$ cat config.mk
export PLATFORM = sky130hd
export DESIGN_NAME = dmac_regbank
export DESIGN_NICKNAME = d
export VERILOG_FILES = /design/src/rtl/dmac_regbank_pkg.sv /design/src/rtl/dmac_ctrl_regs.sv /design/src/rtl/dmac_status_regs.sv /design/src/rtl/dmac_desc_regs.sv /design/src/rtl/dmac_regbank.sv
export SDC_FILE = /design/constraint.sdc
export NUM_CORES = 2
export LEC_CHECK = 0
export ABC_AREA = 1
export BUFFER_PORTS_ARGS = -buffer_cell sky130_fd_sc_hd__buf_2
export CORE_AREA = 2 2 451 453
export CTS_BUF_LIST = sky130_fd_sc_hd__clkbuf_8
export DETAILED_ROUTE_END_ITERATION = 8
export DIE_AREA = 0 0 453 455
export GPL_ROUTABILITY_DRIVEN = 1
export PLACE_DENSITY = 0.51
export SYNTH_ARGS = -nofsm -noshare
export SYNTH_HDL_FRONTEND = slang
export SYNTH_SLANG_ARGS = --single-unit
$ cat constraint.sdc
create_clock -name clk -period 4.4 [get_ports clk]
set_clock_uncertainty 0.1 [all_clocks]
set_input_delay 0.22 -clock clk [delete_from_list [all_inputs] [get_ports clk]]
set_output_delay 0.22 -clock clk [all_outputs]
set_load 0.05 [all_outputs]
$ cat src/rtl/dmac_regbank_pkg.sv
package dmac_regbank_pkg;
  // Word index (byte offset / 4) of each register
  localparam int W_CTL0  = 0;
  localparam int W_CTL1  = 1;
  localparam int W_CTL2  = 2;
  localparam int W_STS0  = 4;
  localparam int W_DESC0 = 8;
  localparam int DESC_WORDS = 4;   // descriptor words per channel
  localparam int ERR_LSB    = 8;   // error flags / start bits base
  localparam int STATE_LSB  = 16;  // activity fields base

  typedef enum logic [1:0] {
    ST_IDLE  = 2'd0,
    ST_FETCH = 2'd1,
    ST_WAIT  = 2'd2,
    ST_MOVE  = 2'd3
  } eng_state_e;
endpackage

$ cat src/rtl/dmac_ctrl_regs.sv
module dmac_ctrl_regs #(
  parameter int NCH = 8,
  parameter int DW  = 32
) (
  input  logic              clk,
  input  logic              rst,
  input  logic              wr_ctl0,
  input  logic              wr_ctl1,
  input  logic              wr_ctl2,
  input  logic [DW-1:0]     wdata,
  input  logic [NCH-1:0]    eng_idle,
  output logic [DW-1:0]     ctl0_rd,
  output logic [DW-1:0]     ctl1_q,
  output logic [NCH-1:0]    ien_q,
  output logic [NCH-1:0]    ien_nx,
  output logic [NCH-1:0]    start_q,
  output logic [2*NCH-1:0]  mode_flat,
  output logic [NCH-1:0]    dir_q
);
  import dmac_regbank_pkg::*;
  localparam int SLICE   = 4;
  localparam int DIR_BIT = 2;

  logic [NCH-1:0][1:0] mode_q;

  assign ien_nx = wr_ctl2 ? wdata[NCH-1:0] : ien_q;

  always_ff @(posedge clk) begin
    if (rst) begin
      mode_q  <= '0;
      dir_q   <= '0;
      ctl1_q  <= '0;
      ien_q   <= '0;
      start_q <= '0;
    end else begin
      if (wr_ctl0) begin
        for (int c = 0; c < NCH; c++) begin
          mode_q[c] <= wdata[SLICE*c +: 2];
          dir_q[c]  <= wdata[SLICE*c + DIR_BIT];
        end
      end
      if (wr_ctl1) ctl1_q <= wdata;
      ien_q   <= ien_nx;
      start_q <= wr_ctl2 ? (wdata[ERR_LSB +: NCH] & eng_idle) : '0;
    end
  end

  always_comb begin
    ctl0_rd = '0;
    for (int c = 0; c < NCH; c++) begin
      ctl0_rd[SLICE*c +: 2]         = mode_q[c];
      ctl0_rd[SLICE*c + DIR_BIT]    = dir_q[c];
    end
  end

  for (genvar c = 0; c < NCH; c++) begin : g_mode
    assign mode_flat[2*c +: 2] = mode_q[c];
  end
endmodule

$ cat src/rtl/dmac_status_regs.sv
module dmac_status_regs #(
  parameter int NCH = 8
) (
  input  logic           clk,
  input  logic           rst,
  input  logic [NCH-1:0] clr_irq,
  input  logic [NCH-1:0] clr_err,
  input  logic [NCH-1:0] eng_done,
  input  logic [NCH-1:0] eng_err,
  input  logic [NCH-1:0] ien_nx,
  output logic [NCH-1:0] flag_irq,
  output logic [NCH-1:0] flag_err,
  output logic           irq
);
  logic [NCH-1:0] irq_nx, err_nx;

  // clear first, then set: an engine event in the clearing cycle survives
  always_comb begin
    irq_nx = (flag_irq & ~clr_irq) | eng_done | eng_err;
    err_nx = (flag_err & ~clr_err) | eng_err;
  end

  always_ff @(posedge clk) begin
    if (rst) begin
      flag_irq <= '0;
      flag_err <= '0;
      irq      <= 1'b0;
    end else begin
      flag_irq <= irq_nx;
      flag_err <= err_nx;
      irq      <= |(irq_nx & ien_nx);
    end
  end
endmodule

$ cat src/rtl/dmac_desc_regs.sv
module dmac_desc_regs #(
  parameter int NCH   = 8,
  parameter int DW    = 32,
  parameter int SEL_W = 5
) (
  input  logic                clk,
  input  logic                rst,
  input  logic                wr_en,
  input  logic [SEL_W-1:0]    sel,
  input  logic [DW-1:0]       wdata,
  output logic [DW-1:0]       rdata,
  output logic [NCH*4*DW-1:0] desc_flat
);
  localparam int NW = 4 * NCH;

  logic [DW-1:0] mem [NW];

  always_ff @(posedge clk) begin
    if (rst) begin
      for (int i = 0; i < NW; i++) mem[i] <= '0;
    end else if (wr_en) begin
      mem[sel] <= wdata;
    end
  end

  assign rdata = mem[sel];

  for (genvar i = 0; i < NW; i++) begin : g_flat
    assign desc_flat[DW*i +: DW] = mem[i];
  end
endmodule

$ cat src/rtl/dmac_regbank.sv
module dmac_regbank #(
  parameter int NCH    = 8,
  parameter int ADDR_W = 8
) (
  input  logic                 clk,
  input  logic                 rst,
  input  logic                 bus_we,
  input  logic                 bus_re,
  input  logic [ADDR_W-1:0]    bus_addr,
  input  logic [31:0]          bus_wdata,
  output logic [31:0]          bus_rdata,
  input  logic [2*NCH-1:0]     eng_state,
  input  logic [NCH-1:0]       eng_done,
  input  logic [NCH-1:0]       eng_err,
  output logic [2*NCH-1:0]     ch_mode,
  output logic [NCH-1:0]       ch_dir,
  output logic [NCH-1:0]       ch_start,
  output logic [NCH*128-1:0]   ch_desc,
  output logic                 irq
);
  import dmac_regbank_pkg::*;
  localparam int DW     = 32;
  localparam int IDX_W  = ADDR_W - 2;
  localparam int DSEL_W = $clog2(DESC_WORDS * NCH);
  localparam logic [IDX_W-1:0] DESC_FIRST = IDX_W'(W_DESC0);
  localparam logic [IDX_W-1:0] DESC_LAST  = IDX_W'(W_DESC0 + DESC_WORDS*NCH - 1);

  logic [IDX_W-1:0]  widx;
  logic              aligned, in_desc;
  logic              hit_ctl0, hit_ctl1, hit_ctl2, hit_sts0;
  logic [DSEL_W-1:0] dsel;
  logic [NCH-1:0]    eng_idle, ien_q, ien_nx, flag_irq, flag_err, clr_irq, clr_err;
  logic [DW-1:0]     ctl0_rd, ctl1_q, desc_rd, sts_rd, rd_nx;

  assign widx     = bus_addr[ADDR_W-1:2];
  assign aligned  = (bus_addr[1:0] == 2'b00);
  assign in_desc  = aligned && (widx >= DESC_FIRST) && (widx <= DESC_LAST);
  assign hit_ctl0 = aligned && (widx == IDX_W'(W_CTL0));
  assign hit_ctl1 = aligned && (widx == IDX_W'(W_CTL1));
  assign hit_ctl2 = aligned && (widx == IDX_W'(W_CTL2));
  assign hit_sts0 = aligned && (widx == IDX_W'(W_STS0));
  assign dsel     = DSEL_W'(widx - DESC_FIRST);

  for (genvar c = 0; c < NCH; c++) begin : g_idle
    assign eng_idle[c] = (eng_state[2*c +: 2] == ST_IDLE);
  end

  assign clr_irq = (bus_we && hit_sts0) ? bus_wdata[NCH-1:0] : '0;
  assign clr_err = (bus_we && hit_sts0) ? bus_wdata[ERR_LSB +: NCH] : '0;

  dmac_ctrl_regs #(.NCH(NCH), .DW(DW)) u_ctrl (
    .clk(clk), .rst(rst),
    .wr_ctl0(bus_we && hit_ctl0), .wr_ctl1(bus_we && hit_ctl1),
    .wr_ctl2(bus_we && hit_ctl2), .wdata(bus_wdata), .eng_idle(eng_idle),
    .ctl0_rd(ctl0_rd), .ctl1_q(ctl1_q), .ien_q(ien_q), .ien_nx(ien_nx),
    .start_q(ch_start), .mode_flat(ch_mode), .dir_q(ch_dir)
  );

  dmac_status_regs #(.NCH(NCH)) u_sts (
    .clk(clk), .rst(rst), .clr_irq(clr_irq), .clr_err(clr_err),
    .eng_done(eng_done), .eng_err(eng_err), .ien_nx(ien_nx),
    .flag_irq(flag_irq), .flag_err(flag_err), .irq(irq)
  );

  dmac_desc_regs #(.NCH(NCH), .DW(DW), .SEL_W(DSEL_W)) u_desc (
    .clk(clk), .rst(rst), .wr_en(bus_we && in_desc), .sel(dsel),
    .wdata(bus_wdata), .rdata(desc_rd), .desc_flat(ch_desc)
  );

  always_comb begin
    sts_rd = '0;
    for (int c = 0; c < NCH; c++) begin
      sts_rd[c]                   = flag_irq[c];
      sts_rd[ERR_LSB + c]         = flag_err[c];
      sts_rd[STATE_LSB + 2*c +: 2] = eng_state[2*c +: 2];
    end
  end

  always_comb begin
    rd_nx = '0;
    if (in_desc)       rd_nx = desc_rd;
    else if (hit_ctl0) rd_nx = ctl0_rd;
    else if (hit_ctl1) rd_nx = ctl1_q;
    else if (hit_ctl2) rd_nx = DW'(ien_q);
    else if (hit_sts0) rd_nx = sts_rd;
  end

  always_ff @(posedge clk) begin
    if (rst)         bus_rdata <= '0;
    else if (bus_re) bus_rdata <= rd_nx;
  end
endmodule

==> flow_summary.toml <==
[setup_path]
crit_path_top_delay_cell = "dlygate4sd3_1"
cp-startpoint = "bus_addr[0]"
crit_chain = "dlygate4sd3_1, buf_2, nor2_1, dlygate4sd3_1, buf_4, nand2_1, nor2_2, buf_4, nand2_1, nand3_1, dlygate4sd3_1, a21oi_1, a21oi_1, dlygate4sd3_1"
cp_max_fo = 41
endpoint_kind = "flip-flop"
arrival_ns = 4.27
rr_worst_depth = 9
worstReg2RegStart = "u_desc.mem[25][31]"
rrSetupSlack_ns = 1.35
cpPeakStageDelay_ns = 0.60
endpoint = "bus_rdata[26]"
critPathRequiredTime_ns = 5.20
crit_top_cell = "dlygate4sd3_1"
worst_setup_path_start_kind = "input pin"
critPathKind = "in2reg"
r2r_end = "bus_rdata[31]"

[floorplanning]
die-height_um = 455
dieWidth_um = 453
fp.coreArea_sq_um = 201000
dieArea_sq_um = 206000
start_util_pct = 24.8
row_count = 165
ioPinCount = 1165

[pwr]
leakage_nw = 27.6
intPower_mw = 18.7
swShare_pct = 34.8
cellPowerDensity_nw_per_um2 = 442
combPwrFrac_pct = 17.9
p_clk_share_pct = 37.2
p_seq_share_pct = 44.9
p_switching_mw = 9.96
vdd_drop_max_v = 0.000266

[synthesis]
ys_ff_latch = 1145
yosysMostFrequentCell = "nor2_1"
yosysUniqueCellTypes = 28
synth_area_per_cell_sq_um = 9.54
yosys_warnings = 0
syn-num-nets = 5318
synth_flop_cell = "edfxtp_1"
synthTopCellsByArea = "edfxtp_1, nor2_1, nand2_1"
synthCells = 5238
syn-cell-area_sq_um = 50000
yosysSeqAreaShare_pct = 66.4
yosysTopAreaCell = "edfxtp_1"
netlist.area_leader.share_pct = 61.6
synth_edf_count = 1024
yosys-top-cells-count = "nor2_1, nand2_1, edfxtp_1"
async_flop_share_pct = 0

[clocking]
cts_max_path_buffers = 3
cts_resized = 0
clock_sinks = 1145
path_clk_slew_ns = 0.06
htree_levels = 4
root_buffer = "clkbuf_8"
numCtsBuffers = 208
post_cts_buffers = 0
clk_latency_ns = 1.03
tritoncts = "built"

[sta]
relSlewSlack_pct = 15.8
finalSetupViolations = 0
fmax_ghz = 0.287
fin_crit_sh_pct = 79.1
worst_slew_pin_slew_ns = 1.26
setup_tns_ns = 0
hold_viol_final = 0
period_needed_ns = 3.48
slew_viol_final = 0
rsz0062_at_grt = "false"

[route]
ant_nets = 0
drtIter0Drc = 6779
via_per_inst = 5.11
routed-via-count = 47900
drc_errors = 0
avgRoutedWirePerCell_um = 35.3
drt_wl_total_mm = 331
dr.pass1.iters = 6

[global_route]
first_global_vias = 44800
grt.total_usage_pct = 30.8
grt_pass1_wl_mm = 424
grt_overflow = 0
antenna_found_initial = 24
grt_start_max_net_pins = 87

[placement]
hpwl_mm = 240
io_buffers = 1164
place_congestion = 0.975

[run]
max_cap_violations = 0

[layout]
drive_gt1_share_pct = 25.7
syn_to_final_growth_pct = 29.8
fillCellCount = 21100
fin_nets = 6599
final_core_util_pct = 32.2

[run_status]
status = "completed"

[min_path]
hold_path_startpoint = "bus_wdata[21]"
hold_path.class = "in2reg"
==> worst max-delay path, delay by kind of cell <==
kind	cells	cell delay (ns)
buf+inv	7	3.17
simple gates	5	0.60
compound gates	2	0.24
==> cells in the final DEF (no fill, tap or decap), types with 20 or more instances in the layout <==
cell / netlist / final
a21oi_1: 293 / 293
buf_12: 0 / 20
buf_2: 87 / 1161
buf_4: 4 / 151
clkbuf_8: 0 / 215
clkinv_1: 31 / 60
clkinv_2: 0 / 31
dfxtp_1: 121 / 121
dlygate4sd3_1: 0 / 144
edfxtp_1: 1024 / 1024
inv_1: 148 / 191
inv_2: 4 / 31
nand2_1: 1327 / 1282
nand2_2: 1 / 45
nand3_1: 180 / 179
nand4_1: 116 / 116
nor2_1: 1383 / 1381
o21ai_0: 145 / 145
==> worst min-delay path by stage <==
stage                          to  cells past startpoint
2_1_floorplan   u_ctrl.start_q[0]                      1
3_3_place_gp    u_ctrl.start_q[6]                      2
3_5_place_dp    u_ctrl.start_q[6]                      2
4_1_cts         u_desc.mem[6][11]                      5
5_1_grt         u_ctrl.ctl1_q[21]                      3
6_report       u_ctrl.ctl0_rd[21]                      3
==> layout make-up <==
cell class	count	area [sq um]	share of cell area (%)
inverter	184	721	1.11
multi-input combinational	3504	14600	22.5
clock buffer	215	2960	4.57
timing repair buffer	1476	8790	13.6
antenna	8	20.0	0.0309
sequential	1145	33200	51.2
clock inverter	172	1230	1.90
tap	2672	3340	5.16
==> registers in the layout (all words and copies together) (netlist names) <==
signal / count
u_desc.mem: 1024
u_ctrl.dir_q: 8
bus_rdata: 32
u_ctrl.ctl0_rd: 16
u_ctrl.ien_q: 8
u_ctrl.start_q: 8
u_sts.irq: 1
u_ctrl.ctl1_q: 32
u_sts.flag_irq: 8
u_sts.flag_err: 8
==> layer usage <==
layer	part of all wire (%)	GRT usage (%)
met5	0.0073	0
met4	8.7	22.8
met1	36	37.0
met3	9.5	7.05
met2	45	48.5
==> power by group through the flow <==
stage / Sequential, mW / Combinational (mW) / Clock, mW
6_report: 12.9 / 5.12 / 10.7
5_1_grt: 12.9 / 5.25 / 11.2
4_1_cts: 12.8 / 5.14 / 10.8
3_5_place_dp: 13.0 / 5.04 / 0
3_3_place_gp: 13.0 / 5.05 / 0
2_1_floorplan: 14.7 / 1.02 / 0
==> through the flow <==
| stage | std cells | power (mW) | area (sq um) | worst slack (ns) | hold WS, ns |
|---|---|---|---|---|---|
| 2_1_floorplan | 5238 | 15.7 | 50000 | 1.83 | 0.197 |
| 3_3_place_gp | 8837 | 18.1 | 59200 | 0.795 | 0.359 |
| 3_5_place_dp | 8837 | 18.1 | 59200 | 0.843 | 0.358 |
| 4_1_cts | 9368 | 28.7 | 64800 | 1.02 | 0.0397 |
| 5_1_grt | 9369 | 29.3 | 64800 | 0.790 | 0.0699 |
| 6_report | 9376 | 28.6 | 64800 | 0.921 | 0.0774 |
==> what timing repair did <==
item | in CTS | in global routing
hold buffers | 144 | 0
endpoints found under the hold margin | 673 | 0
setup endpoints to repair | 0 | 0
==> cells by family (layout without fill, tap and decap cells) <==
| kind of cell | after synthesis | in the layout | share of synthesized area, % |
|---|---|---|---|
| flops | 1145 | 1145 | 66.4 |
| other cells | 0 | 8 | 0 |
| compound gates | 466 | 466 | 4.79 |
| simple gates | 3034 | 3034 | 24.0 |
| fa+ha+maj | 4 | 4 | 0.100 |
| buf+inv | 589 | 2047 | 4.68 |
Note: power is estimated with default switching activity, not from simulation.
